`src/rtl/nalu_pkg.sv`:
```
// Shared types for the nibble-serial ALU.
// Assumes: the three core control lines are always handled as one group.
package nalu_pkg;

    typedef enum logic [1:0] {
        PH_IDLE = 2'd0,
        PH_LO   = 2'd1,
        PH_HI   = 2'd2
    } phase_e;

    typedef struct packed {
        logic kill_chain;   // blocks carry passed to the next cell
        logic kill_gen;     // forces the internal carry to zero
        logic or_path;      // opens the OR term of the result logic
    } core_ctl_t;

endpackage

```
`src/rtl/nalu_cell.sv`:
```
// One bit cell of the nibble core. The carry gating picks the function:
//   (chain,gen,or) 000 sum, 100 xor, 010 and, 111 or.
// Assumes: other control codes are never issued.
module nalu_cell
    import nalu_pkg::*;
(
    input  logic      a_i,
    input  logic      b_i,
    input  logic      cin_i,
    input  core_ctl_t ctl_i,
    output logic      res_o,
    output logic      cout_o
);

    logic cin_eff;
    logic int_carry;
    logic and_term;
    logic any_term;

    // Derive the gated carries and the result bit from the operand bits.
    always_comb begin
        cin_eff   = cin_i & ~ctl_i.kill_chain;
        int_carry = ~ctl_i.kill_gen & ((a_i & b_i) | (cin_eff & (a_i | b_i)));
        and_term  = a_i & b_i & (cin_eff | ctl_i.kill_gen);
        any_term  = (a_i | b_i | cin_eff) & ~int_carry
                    & ~(ctl_i.kill_gen & ~ctl_i.or_path);
        res_o     = and_term | any_term;
        cout_o    = int_carry & ~ctl_i.kill_chain;
    end

endmodule

```
`src/rtl/nalu_core.sv`:
```
// Nibble-wide core: a ripple chain of bit cells that share one control group.
// Assumes: NIB_W >= 1; the carry out is taken from the top cell.
module nalu_core
    import nalu_pkg::*;
#(
    parameter int NIB_W = 4
) (
    input  logic [NIB_W-1:0] a_i,
    input  logic [NIB_W-1:0] b_i,
    input  logic             cin_i,
    input  core_ctl_t        ctl_i,
    output logic [NIB_W-1:0] res_o,
    output logic             cout_o
);

    logic [NIB_W:0] chain;

    assign chain[0] = cin_i;

    for (genvar i = 0; i < NIB_W; i++) begin : g_bit
        nalu_cell u_cell (
            .a_i    (a_i[i]),
            .b_i    (b_i[i]),
            .cin_i  (chain[i]),
            .ctl_i  (ctl_i),
            .res_o  (res_o[i]),
            .cout_o (chain[i+1])
        );
    end

    assign cout_o = chain[NIB_W];

endmodule

```
`src/rtl/nalu_flags.sv`:
```
// Status flags over the byte being output: zero, even parity and a
// per-nibble "below limit" indication.
// Assumes: the input byte is two nibbles of NIB_W bits.
module nalu_flags #(
    parameter int NIB_W    = 4,
    parameter int LT_LIMIT = 10,
    localparam int DATA_W  = 2 * NIB_W
) (
    input  logic [DATA_W-1:0] data_i,
    output logic              zero_o,
    output logic              parity_o,
    output logic              lo_lt_o,
    output logic              hi_lt_o
);

    localparam logic [NIB_W:0] LIMIT = (NIB_W+1)'(LT_LIMIT);

    // Reduce the byte into the four flag bits.
    always_comb begin
        zero_o   = (data_i == '0);
        parity_o = ~(^data_i);
        lo_lt_o  = {1'b0, data_i[NIB_W-1:0]} < LIMIT;
        hi_lt_o  = {1'b0, data_i[DATA_W-1:NIB_W]} < LIMIT;
    end

endmodule

```
`src/rtl/nalu_seq.sv`:
```
// Pass sequencer: idle -> low pass -> high pass -> idle. Start is honoured
// only in idle. The high-pass cycle is the cycle the byte result is valid.
// Assumes: synchronous active-low reset.
module nalu_seq
    import nalu_pkg::*;
(
    input  logic   clk,
    input  logic   rst_n,
    input  logic   start_i,
    output phase_e phase_o,
    output logic   capture_o,
    output logic   lo_pass_o,
    output logic   hi_pass_o
);

    phase_e phase_q;
    phase_e phase_d;

    // Decode the pass strobes and the next phase.
    always_comb begin
        capture_o = start_i && (phase_q == PH_IDLE);
        lo_pass_o = (phase_q == PH_LO);
        hi_pass_o = (phase_q == PH_HI);
        unique case (phase_q)
            PH_IDLE: phase_d = capture_o ? PH_LO : PH_IDLE;
            PH_LO:   phase_d = PH_HI;
            default: phase_d = PH_IDLE;
        endcase
    end

    // Advance the phase register.
    always_ff @(posedge clk) begin
        if (!rst_n) phase_q <= PH_IDLE;
        else        phase_q <= phase_d;
    end

    assign phase_o = phase_q;

endmodule

```
`src/rtl/nibble_alu.sv`:
```
// Byte ALU over a shared nibble core, run in two sequenced passes.
// Operands and controls are latched at start. The low pass stores its nibble
// and carry; the high pass completes the byte, which is shown live in that
// cycle with done_o and then held.
// Assumes: start_i is a synchronous strobe; outputs are registered or held.
module nibble_alu
    import nalu_pkg::*;
#(
    parameter int NIB_W    = 4,
    parameter int LT_LIMIT = 10,
    localparam int DATA_W  = 2 * NIB_W
) (
    input  logic              clk,
    input  logic              rst_n,
    input  logic              start_i,
    input  logic [DATA_W-1:0] opa_i,
    input  logic [DATA_W-1:0] opb_i,
    input  logic              kill_chain_i,
    input  logic              kill_gen_i,
    input  logic              or_path_i,
    input  logic              invert_b_i,
    input  logic              carry_i,
    output logic [DATA_W-1:0] result_o,
    output logic              carry_o,
    output logic              done_o,
    output logic              zero_o,
    output logic              parity_o,
    output logic              lo_lt10_o,
    output logic              hi_lt10_o
);

    phase_e            phase_q;
    logic              capture;
    logic              lo_pass;
    logic              hi_pass;

    logic [DATA_W-1:0] opa_q;
    logic [DATA_W-1:0] opb_q;
    core_ctl_t         ctl_q;
    logic              inv_q;
    logic              cin_q;

    logic [NIB_W-1:0]  lo_res_q;
    logic              mid_carry_q;
    logic [DATA_W-1:0] hold_res_q;
    logic              hold_carry_q;

    logic [NIB_W-1:0]  a_nib;
    logic [NIB_W-1:0]  b_sel;
    logic [NIB_W-1:0]  b_nib;
    logic              core_cin;
    logic [NIB_W-1:0]  core_res;
    logic              core_cout;
    logic [DATA_W-1:0] byte_out;

    nalu_seq u_seq (
        .clk       (clk),
        .rst_n     (rst_n),
        .start_i   (start_i),
        .phase_o   (phase_q),
        .capture_o (capture),
        .lo_pass_o (lo_pass),
        .hi_pass_o (hi_pass)
    );

    // Latch both operands and the operation controls on an accepted start.
    always_ff @(posedge clk) begin
        if (!rst_n) begin
            opa_q <= '0;
            opb_q <= '0;
            ctl_q <= '0;
            inv_q <= 1'b0;
            cin_q <= 1'b0;
        end else if (capture) begin
            opa_q <= opa_i;
            opb_q <= opb_i;
            ctl_q <= '{kill_chain: kill_chain_i, kill_gen: kill_gen_i,
                       or_path: or_path_i};
            inv_q <= invert_b_i;
            cin_q <= carry_i;
        end
    end

    // Pick the nibble for this pass and apply the optional inversion.
    always_comb begin
        a_nib    = hi_pass ? opa_q[DATA_W-1:NIB_W] : opa_q[NIB_W-1:0];
        b_sel    = hi_pass ? opb_q[DATA_W-1:NIB_W] : opb_q[NIB_W-1:0];
        b_nib    = inv_q ? ~b_sel : b_sel;
        core_cin = hi_pass ? mid_carry_q : cin_q;
    end

    nalu_core #(.NIB_W(NIB_W)) u_core (
        .a_i    (a_nib),
        .b_i    (b_nib),
        .cin_i  (core_cin),
        .ctl_i  (ctl_q),
        .res_o  (core_res),
        .cout_o (core_cout)
    );

    // Park the low-pass nibble and its carry for the high pass.
    always_ff @(posedge clk) begin
        if (!rst_n) begin
            lo_res_q    <= '0;
            mid_carry_q <= 1'b0;
        end else if (lo_pass) begin
            lo_res_q    <= core_res;
            mid_carry_q <= core_cout;
        end
    end

    // Keep the finished byte and carry until the next high pass.
    always_ff @(posedge clk) begin
        if (!rst_n) begin
            hold_res_q   <= '0;
            hold_carry_q <= 1'b0;
        end else if (hi_pass) begin
            hold_res_q   <= {core_res, lo_res_q};
            hold_carry_q <= core_cout;
        end
    end

    // Show the live byte in the high-pass cycle, the held byte otherwise.
    always_comb begin
        byte_out = hi_pass ? {core_res, lo_res_q} : hold_res_q;
        carry_o  = hi_pass ? core_cout : hold_carry_q;
        done_o   = hi_pass;
    end

    assign result_o = byte_out;

    nalu_flags #(.NIB_W(NIB_W), .LT_LIMIT(LT_LIMIT)) u_flags (
        .data_i   (byte_out),
        .zero_o   (zero_o),
        .parity_o (parity_o),
        .lo_lt_o  (lo_lt10_o),
        .hi_lt_o  (hi_lt10_o)
    );

endmodule

```
`config.mk`:
```
export PLATFORM = sky130hd
export DESIGN_NAME = nibble_alu
export DESIGN_NICKNAME = d
export VERILOG_FILES = /design/src/rtl/nalu_pkg.sv /design/src/rtl/nalu_cell.sv /design/src/rtl/nalu_core.sv /design/src/rtl/nalu_flags.sv /design/src/rtl/nalu_seq.sv /design/src/rtl/nibble_alu.sv
export SDC_FILE = /design/constraint.sdc
export NUM_CORES = 1
export LEC_CHECK = 0
export CELL_PAD_IN_SITES_DETAIL_PLACEMENT = 0
export CELL_PAD_IN_SITES_GLOBAL_PLACEMENT = 1
export CORE_MARGIN = 4
export CORE_UTILIZATION = 40
export CTS_BUF_LIST = sky130_fd_sc_hd__clkbuf_8 sky130_fd_sc_hd__clkbuf_16
export DETAILED_ROUTE_END_ITERATION = 12
export PLACE_DENSITY = 0.9
export SETUP_SLACK_MARGIN = 0.5
export SLEW_MARGIN = 5
export SYNTH_ARGS = -nofsm -noshare
export SYNTH_HDL_FRONTEND = slang
export SYNTH_SLANG_ARGS = --single-unit
```
`constraint.sdc`:
```
create_clock -name clk -period 7.3 [get_ports clk]
set_clock_uncertainty 0.2 [all_clocks]
set_input_delay 0.73 -clock clk [delete_from_list [all_inputs] [get_ports clk]]
set_output_delay 0.73 -clock clk [all_outputs]
set_load 0.02 [all_outputs]
```
## Word level (Yosys, flattened, before mapping)

Index checks and enable logic that the tools add are counted.

- $lt $le $gt $ge: 2
- Eq/ne operators: 2
- Multiplexer cells: 8
- Bitwise logic cells: 63
- Reduce and logical (&&, ||, !) cells: 4

Operators by type and width:

| kind | number |
|---|---|
| $and A1 B1 Y1 | 33 |
| $or A1 B1 Y1 | 20 |
| $mux W4 | 3 |
| $not A1 Y1 | 9 |
| $logic_not A8 Y1 | 1 |
| $lt A4 B4 Y1 const B | 2 |
| $mux W8 | 1 |
| $reduce_xor A8 Y1 | 1 |
| $not A4 Y4 | 1 |
| $pmux W2 S2 | 1 |
| $mux W1 | 3 |
| $eq A2 B1 Y1 const B | 1 |
| $eq A2 B2 Y1 const B | 1 |
| $logic_not A2 Y1 | 1 |
| $logic_and A1 B1 Y1 | 1 |

- Flip-flop bits (word level): 37
- Bits of input ports: 24
- Output and inout bits: 14
- Word-level logic and storage cells: 91

## Depth between registers and ports, before layout

Gate-level depths: netlist of run 1.

- Depth after elaboration: 30
- Mapped depth: 12
- Mapped depth without buffers: 11

## Modules after synthesis

From an unflattened synthesis of run 1, not the netlist that was laid out.

- Cell total of the unflattened synthesis: 201
- Area, all modules: 2072.0 µm²

Modules (own cells, without submodules):

| module | times used | cells an instance | area each (µm²) | seq. area each (µm²) |
|---|---|---|---|---|
| nibble_alu | 1 | 128 | 1488.9 | 700.7 |
| nalu_cell | 4 | 11 | 80.1 | 0.0 |
| nalu_flags | 1 | 22 | 175.2 | 0.0 |
| nalu_seq | 1 | 7 | 87.6 | 40.0 |

## Worst setup path before layout of run 1

OpenSTA, ideal clock, no wires.

- Path type: register to output
- Start point: reg u_seq.phase_q[0] (netlist: u_seq.phase_o[0])
- End point: out hi_lt10_o
- Data arrival time: 2.927 ns
- Required time: 6.370 ns
- Path slack: 3.443 ns
- Stages on the path, launching flop included: 12
- Buffers on the path: 1
- Cell sequence: dfxtp_1 nand2b_1 buf_6 inv_6 mux2_4 o31ai_2 a21oi_1 a2111oi_2 nor4_2 o31ai_1 ha_1 a21oi_1

- Cells in the longest elaborated chain, start to end: 29

RTL lines:

| element | RTL line | text |
|---|---|---|
| start, declared | nalu_seq.sv:16 | `phase_e phase_q;` |
| start signal, assigned | nalu_seq.sv:34 | `else phase_q <= phase_d;` |
| $eq A2 B2 Y1 * | nalu_seq.sv:23 | `hi_pass_o = (phase_q == PH_HI);` |
| $mux W4 | nibble_alu.sv:87 | `b_sel = hi_pass ? opb_q[DATA_W-1:NIB_W] : opb_q[NIB_W-1:0];` |
| $not A4 Y4 | nibble_alu.sv:88 | `b_nib = inv_q ? ~b_sel : b_sel;` |
| $mux W4 | nibble_alu.sv:88 |  |
| $or A1 B1 Y1 | nalu_cell.sv:23 | `int_carry = ~ctl_i.kill_gen & ((a_i & b_i) \| (cin_eff & (a_i \| b_i)));` |
| $and A1 B1 Y1 | nalu_cell.sv:23 |  |
| $or A1 B1 Y1 | nalu_cell.sv:23 |  |
| $and A1 B1 Y1 | nalu_cell.sv:23 |  |
| (+14 left out) | n/a |  |
| $and A1 B1 Y1 | nalu_cell.sv:23 |  |
| $not A1 Y1 | nalu_cell.sv:25 | `any_term = (a_i \| b_i \| cin_eff) & ~int_carry` |
| $and A1 B1 Y1 | nalu_cell.sv:25 |  |
| $and A1 B1 Y1 | nalu_cell.sv:26 | `& ~(ctl_i.kill_gen & ~ctl_i.or_path);` |
| $or A1 B1 Y1 | nalu_cell.sv:27 | `res_o = and_term \| any_term;` |
| $mux W8 * | n/a |  |
| via result_o[7] | nibble_alu.sv:23 | `output logic [DATA_W-1:0] result_o,` |
| $lt A4 B4 Y1 * | nalu_flags.sv:23 | `hi_lt_o = {1'b0, data_i[DATA_W-1:NIB_W]} < LIMIT;` |
| end, declared | nibble_alu.sv:29 | `output logic hi_lt10_o` |

Mark *: on every way through the listed nets, which the timed path passes. The rest lies on a longest branch.

## Worst setup path after layout of run 1

- Start point: reg u_seq.phase_q[0] (netlist: u_seq.phase_o[0])
- End point: out parity_o

- Cells in the longest elaborated chain, start to end: 30

RTL lines:

| element | RTL line | text |
|---|---|---|
| $eq A2 B2 Y1 * | nalu_seq.sv:23 |  |
| $mux W4 | nibble_alu.sv:87 |  |
| $not A4 Y4 | nibble_alu.sv:88 |  |
| $mux W4 | nibble_alu.sv:88 |  |
| $or A1 B1 Y1 | nalu_cell.sv:23, nalu_cell.sv:25 |  |
| $and A1 B1 Y1 | nalu_cell.sv:23 |  |
| $or A1 B1 Y1 | nalu_cell.sv:23 |  |
| $and A1 B1 Y1 | nalu_cell.sv:23 |  |
| (+14 left out) | n/a |  |
| $and A1 B1 Y1 | nalu_cell.sv:23 |  |
| $not A1 Y1 | nalu_cell.sv:25 |  |
| $and A1 B1 Y1 | nalu_cell.sv:25 |  |
| $and A1 B1 Y1 | nalu_cell.sv:26 |  |
| $or A1 B1 Y1 | nalu_cell.sv:27 |  |
| $mux W8 * | n/a |  |
| $reduce_xor A8 Y1 * | nalu_flags.sv:21 | `parity_o = ~(^data_i);` |
| $not A1 Y1 * | nalu_flags.sv:21 |  |
| end, declared | nibble_alu.sv:27 | `output logic parity_o,` |

Mark *: on every way between the ends. The rest lies on a longest branch, timed or not.

==> results.py, run 1 <==
metrics = {
    "setup_path": {
        "start_kind": "flip-flop",
        "regToRegEndpoint": "lo_res_q[3]$_SDFFE_PN0P_",
        "regToRegStartpoint": "u_seq.phase_o[0]$_SDFF_PN0_",
        "critPathKind": "reg2out",
        "crit_arrival_ns": 4.48,
        "r2r_cells": 8,
        "crit_required_ns": 6.37,
        "r2r_slack_ns": 4.06,
        "cp-end-kind": "output pin",
        "worstPathMaxFanout": 19,
    },
    "floorplanning": {
        "die-area_um2": 6890,
        "ios": 38,
        "fp-row-count": 27,
        "die_w_um": 83.0,
        "start_util_pct": 41.1,
        "die_h_um": 83.0,
        "core-area_um2": 5470,
    },
    "synthesis": {
        "synth-seq-cells": 37,
        "postSynthCellCount": 283,
        "syn_area_per_cell_um2": 7.95,
        "syn_area_um2": 2250,
        "synth.distinct_cells": 53,
        "synth_ff_type": "dfxtp_1",
        "yosys.area.top_type": "dfxtp_1",
        "synth_top_area_share_pct": 32.9,
        "synth_nets": 315,
        "yosysSeqAreaShare_pct": 32.9,
        "async_flop_share_pct": 0,
        "ys_warn_count": 0,
        "synth_area_leaders": "dfxtp_1, nand2_1, a21oi_1",
        "synth_edf_count": 0,
    },
    "status": {
        "status": "completed",
    },
    "layout": {
        "multiInputGateArea_um2": 1400,
        "fin_nets": 346,
        "final_common_cell": "nand2_1",
        "fillers": 568,
        "syn_to_final_growth_pct": 22.4,
        "drive_gt1_share_pct": 8.57,
        "layout_common_cells": "nand2_1, dfxtp_1, clkdlybuf4s50_1, a21oi_1, nor2_1",
        "fin_area_um2": 2750,
        "final-seq-area_um2": 741,
        "n_antenna_cell": 0,
    },
    "clock_tree": {
        "numCtsBuffers": 5,
        "clock-sinks": 37,
        "h-tree-depth": 2,
        "cts-root-buf": "clkbuf_8",
        "cts-resized-gates": 0,
        "clk_pin_slew_ns": 0.07,
        "cts_setup_buffers": 0,
        "clockBufferDepth": 2,
        "cts_tree": "done",
        "hold_buffers": 0,
        "worstSkewPairLatency_ns": 0.28,
    },
    "sta": {
        "hold_viol": 0,
        "rsz0062_at_grt": "no",
        "slew_viol_final": 0,
        "worst_pin_slew_ns": 0.952,
        "min_period_ns": 5.41,
        "finalCritPeriodShare_pct": 74.2,
        "max_slew_margin_pct": 36.5,
        "setup_viol": 0,
        "setup_tns_ns": 0,
        "max_freq_mhz": 185,
    },
    "routing": {
        "drc": 0,
        "wl_per_cell_um": 13.1,
        "dr.pass1.iters": 4,
        "vias_per_cell": 5.18,
        "routed_wl_mm": 5.06,
        "drt.antenna.violating_nets": 0,
        "vias": 2004,
        "drtIter0Drc": 166,
    },
    "placement": {
        "io_buffers": 37,
        "gp_congestion": 0.921,
        "dp_hpwl_mm": 3.88,
        "place_area_um2": 2650,
    },
    "global_route": {
        "grt_antenna_before_repair": 0,
        "grt_pass1_vias": 1939,
        "gr-usage-all-layers_pct": 15.4,
        "grt_start_max_net_pins": 31,
        "grt_pass1_wl_mm": 9.03,
        "overflow": 0,
    },
    "min_path": {
        "hold_depth": 2,
        "hold_path.class": "reg2reg",
        "worst_hold_startpoint": "lo_res_q[0]$_SDFFE_PN0P_",
        "hold_end": "lo_res_q[0]$_SDFFE_PN0P_",
    },
    "power": {
        "power_frac_seq_pct": 45.3,
        "combPwrFrac_pct": 23.6,
        "p_int_mw": 0.352,
        "ir_drop_uv": 91.8,
        "leakagePower_nw": 1.06,
        "cellPowerDensity_nw_per_um2": 179,
        "clkPwrFrac_pct": 31.2,
        "p_sw_mw": 0.142,
        "power.total_mw": 0.494,
        "swShare_pct": 28.8,
    },
    "flow_run": {
        "maxCapViolCount": 0,
    },
}
power groups by stage:
stage / clock [mW] / combinational [mW] / sequential, mW
2_1_floorplan: 0 / 0.0839 / 0.223
3_3_place_gp: 0 / 0.115 / 0.228
3_5_place_dp: 0 / 0.116 / 0.228
4_1_cts: 0.157 / 0.117 / 0.223
5_1_grt: 0.164 / 0.131 / 0.225
6_report: 0.154 / 0.116 / 0.223
routing by layer:
metal,GRT usage [%],part of all wire [%],vias to the layer above
met3,2.78,5.0,5
met2,24.2,45,40
met5,0,0,-
met4,4.16,1.0,0
li1,-,-,1046
met1,21.7,49,913
layout make-up:
| type | count | area share (%) |
|---|---|---|
| clock buffer | 7 | 3.50 |
| clock inverter | 1 | 0.182 |
| inverter | 12 | 1.82 |
| multi-input combinational | 221 | 50.9 |
| sequential | 37 | 26.9 |
| tap | 72 | 3.27 |
| timing repair buffer | 37 | 13.5 |
worst max path at each step:
stage / startpoint / to / slack (ns) / depth (start not counted)
after CTS: u_seq.phase_o[0]$_SDFF_PN0_ / parity_o / 1.89 / 12
after global placement: u_seq.phase_o[0]$_SDFF_PN0_ / parity_o / 2.32 / 12
after global routing: u_seq.phase_o[0]$_SDFF_PN0_ / parity_o / 1.50 / 12
final: u_seq.phase_o[0]$_SDFF_PN0_ / parity_o / 1.89 / 12
after floorplan: u_seq.phase_o[0]$_SDFF_PN0_ / hi_lt10_o / 3.44 / 11
after detailed placement: u_seq.phase_o[0]$_SDFF_PN0_ / parity_o / 2.22 / 12
kinds of logic after synthesis:
kind of cell    share of synthesized area [%]
xor+xnor                                 3.84
flops                                    32.9
mux                                      7.34
simple gates                             23.7
fa+ha+maj                                4.45
compound gates                           22.9
buf+inv                                  4.84
critical path, stage by stage (launching register included):
cell and delay [ns]:
dfxtp_1 0.40, nand2b_1 0.74, inv_6 0.21, a21oi_1 0.35
o31ai_2 0.15, a21o_1 0.23, a2111oi_1 0.45, nor4_2 0.14
o31a_1 0.30, ha_1 0.28, xnor2_1 0.19, xnor2_1 0.14
clkdlybuf4s50_1 0.62
through the flow:
step,utilization [%],setup slack [ns],std cells,hold slack [ns]
2_1_floorplan,-,3.44,283,0.236
5_1_grt,50.3,1.50,387,0.281
4_1_cts,50.3,1.89,387,0.264
6_report,50.3,1.89,387,0.263
3_5_place_dp,48.4,2.22,379,0.253
3_3_place_gp,48.4,2.32,379,0.248
sequential cells by signal, summed over array words and instances (netlist names):
signal and cells:
opb_q 8, u_seq.phase_o 2, opa_q 8, hold_res_q 8, cin_q 1, inv_q 1
ctl_q 3, lo_res_q 4, hold_carry_q 1, mid_carry_q 1
Yosys cell counts (3+ instances only):
master / instances
and2_1: 5
clkbuf_1: 10
nand2_1: 58
o21ai_0: 7
ha_1: 8
or3_1: 3
dfxtp_1: 37
a21oi_1: 34
mux2i_1: 9
o31ai_1: 4
nor2_1: 21
xnor2_1: 7
a21o_1: 3
nand2b_1: 12
inv_1: 11
nand3_1: 7
(Power assumes the default switching activity.)
==> inputs of run 2 (changes only) <==
CORE_UTILIZATION = 39   (was 40)
PLACE_DENSITY = 0.89   (was 0.9)
clock period = 5.35 ns   (was 7.3 ns; I/O delays follow)
==> run 2 against run 1 <==
- count of clock-buffer cells in the layout did not move
- routed wire length rose by 1.8%
- critical endpoint unchanged
- total power rose by 38%
- final cell count rose by 0.78%
- non-clock buffer count rose by 3
- first-iteration DRC count rose by 17%
- clock power rose by 38%
- die area rose by 2.3%
==> results.py, run 2 (synthesis results as in run 1) <==
metrics = {
    "sta": {
        "setup_tns_ns": 0,
        "hold_viol": 0,
        "finalCritPeriodShare_pct": 87.2,
        "max_freq_mhz": 214,
        "max_slew_margin_pct": 53.7,
        "fin_ws_ns": 0.684,
        "rsz0062_at_grt": "no",
        "setup_viol": 0,
        "min_period_ns": 4.67,
        "holdWs_ns": 0.255,
        "worst_pin_slew_ns": 0.688,
        "slew_viol_final": 0,
    },
    "floorplanning": {
        "fp-row-count": 27,
        "core-area_um2": 5540,
        "die-area_um2": 7050,
        "die_w_um": 84.0,
        "die_h_um": 84.0,
        "start_util_pct": 40.6,
        "ios": 38,
    },
    "setup_path": {
        "critical_path.top_delay_family": "buffers and inverters",
        "max_stage_delay_ns": 0.63,
        "crit_arrival_ns": 3.93,
        "crit_required_ns": 4.62,
        "slowest_stage": "clkdlybuf4s50_1",
        "crit_chain": "nand2b_2 -> inv_6 -> mux2_4 -> o31ai_2 -> a21o_1 -> a2111oi_2 -> nor4_2 -> o31a_1 -> ha_1 -> xnor2_1 -> xnor2_1 -> clkdlybuf4s50_1",
        "cp_num_buf_inv": 2,
        "timing.critical_path.mode_cell": "xnor2_1",
        "cp-end-kind": "output pin",
        "worstPathMaxFanout": 19,
        "critPathKind": "reg2out",
        "start_kind": "flip-flop",
    },
    "power": {
        "power_frac_seq_pct": 44.7,
        "combPwrFrac_pct": 24.0,
        "p_sw_mw": 0.198,
        "power.total_mw": 0.680,
        "ir_drop_uv": 112,
        "leakagePower_nw": 1.07,
        "swShare_pct": 29.2,
        "clkPwrFrac_pct": 31.3,
        "p_int_mw": 0.481,
        "cellPowerDensity_nw_per_um2": 244,
    },
    "layout": {
        "fin_nets": 349,
        "layout_common_cells": "nand2_1, clkdlybuf4s50_1, dfxtp_1, a21oi_1, nor2_1",
        "fin_area_um2": 2790,
        "instances_no_fill": 390,
        "syn_to_final_growth_pct": 23.9,
        "top_regs": "hold_res_q (8), opa_q (8), opb_q (8)",
        "final_common_cell": "nand2_1",
        "n_antenna_cell": 0,
        "fin_util_pct": 50.3,
        "drive_gt1_share_pct": 10.7,
    },
    "clock_tree": {
        "clk_pin_slew_ns": 0.07,
        "hold_buffers": 0,
        "h-tree-depth": 2,
        "numCtsBuffers": 5,
        "clockBufferDepth": 2,
        "cts_tree": "done",
        "worstSkewPairLatency_ns": 0.29,
        "cts-root-buf": "clkbuf_8",
        "clock-sinks": 37,
    },
    "placement": {
        "place_inst": 381,
        "gp_congestion": 0.876,
        "place_area_um2": 2670,
        "dp_hpwl_mm": 3.98,
        "dpl_worst_slack_ns": 0.905,
        "io_buffers": 37,
    },
    "routing": {
        "vias_per_cell": 5.20,
        "wl_per_cell_um": 13.2,
        "drc": 0,
        "routed_wl_mm": 5.15,
        "dr.pass1.iters": 4,
        "drtIter0Drc": 194,
        "vias": 2028,
        "drt.antenna.violating_nets": 0,
    },
    "min_path": {
        "hold_path.class": "reg2reg",
    },
    "global_route": {
        "grt_start_max_net_pins": 23,
        "grt_pass1_vias": 1914,
        "grt_antenna_before_repair": 0,
        "grt_pass1_wl_mm": 8.84,
        "overflow": 0,
        "gr-usage-all-layers_pct": 15.3,
    },
    "status": {
        "status": "completed",
    },
    "flow_run": {
        "maxCapViolCount": 0,
    },
}
==> run 2: changes by cell type in the layout (fill, tap and decap cells not counted), sizes merged <==
cell / before / now
buf: 0 / 3
==> run 2: final cells by class <==
cell class	instances	area, um^2
Fill cell	550	2750
Multi-Input combinational cell	221	1410
Sequential cell	37	742
Timing Repair Buffer	40	393
Clock buffer	7	96.3
Tap cell	72	90.1
Inverter	12	50.0
Clock inverter	1	5.00
==> run 2: path summary, 6_finish.rpt <==
kind / startpoint / to / slack (ns) / depth (start not counted)
worst min register to register: lo_res_q[0]$_SDFFE_PN0P_ / lo_res_q[0]$_SDFFE_PN0P_ / 0.26 / 2
worst max-delay path: u_seq.phase_o[0]$_SDFF_PN0_ / parity_o / 0.68 / 12
worst max register to register: u_seq.phase_o[0]$_SDFF_PN0_ / lo_res_q[3]$_SDFFE_PN0P_ / 2.54 / 9
worst min-delay path: lo_res_q[0]$_SDFFE_PN0P_ / lo_res_q[0]$_SDFFE_PN0P_ / 0.26 / 2
==> run 2: layer usage <==
metal | up-vias | wire [um] | share of wire (%) | GRT usage [%]
met3 | 13 | 261 | 5.1 | 3.26
met4 | 0 | 143 | 2.8 | 7.02
met2 | 52 | 2330 | 45 | 24.5
li1 | 1045 | - | - | -
met5 | - | 0 | 0 | 0
met1 | 918 | 2420 | 47 | 19.6
==> run 2: power groups by stage <==
stage	registers, mW	clock network (mW)	logic (mW)
floorplan	0.304	0	0.115
global placement	0.309	0	0.161
detailed placement	0.310	0	0.162
CTS	0.304	0.219	0.162
global route	0.307	0.229	0.180
finish	0.304	0.213	0.163
==> run 2: what timing repair did <==
| action | CTS | global route |
|---|---|---|
| endpoints found under the setup margin | 0 | 2 |
| resized for setup | 0 | 4 |
| setup buffers | 0 | 1 |
==> run 2: worst min-delay path: stages, from the launching register on <==
cell and delay (ns):
dfxtp_1 0.31, nand2_1 0.05, a21oi_1 0.05
==> inputs of run 3 (changes only) <==
SLEW_MARGIN = not set   (was 5)
==> results of run 3 <==
Final layout, timing and power as in run 2 (identical DEF).
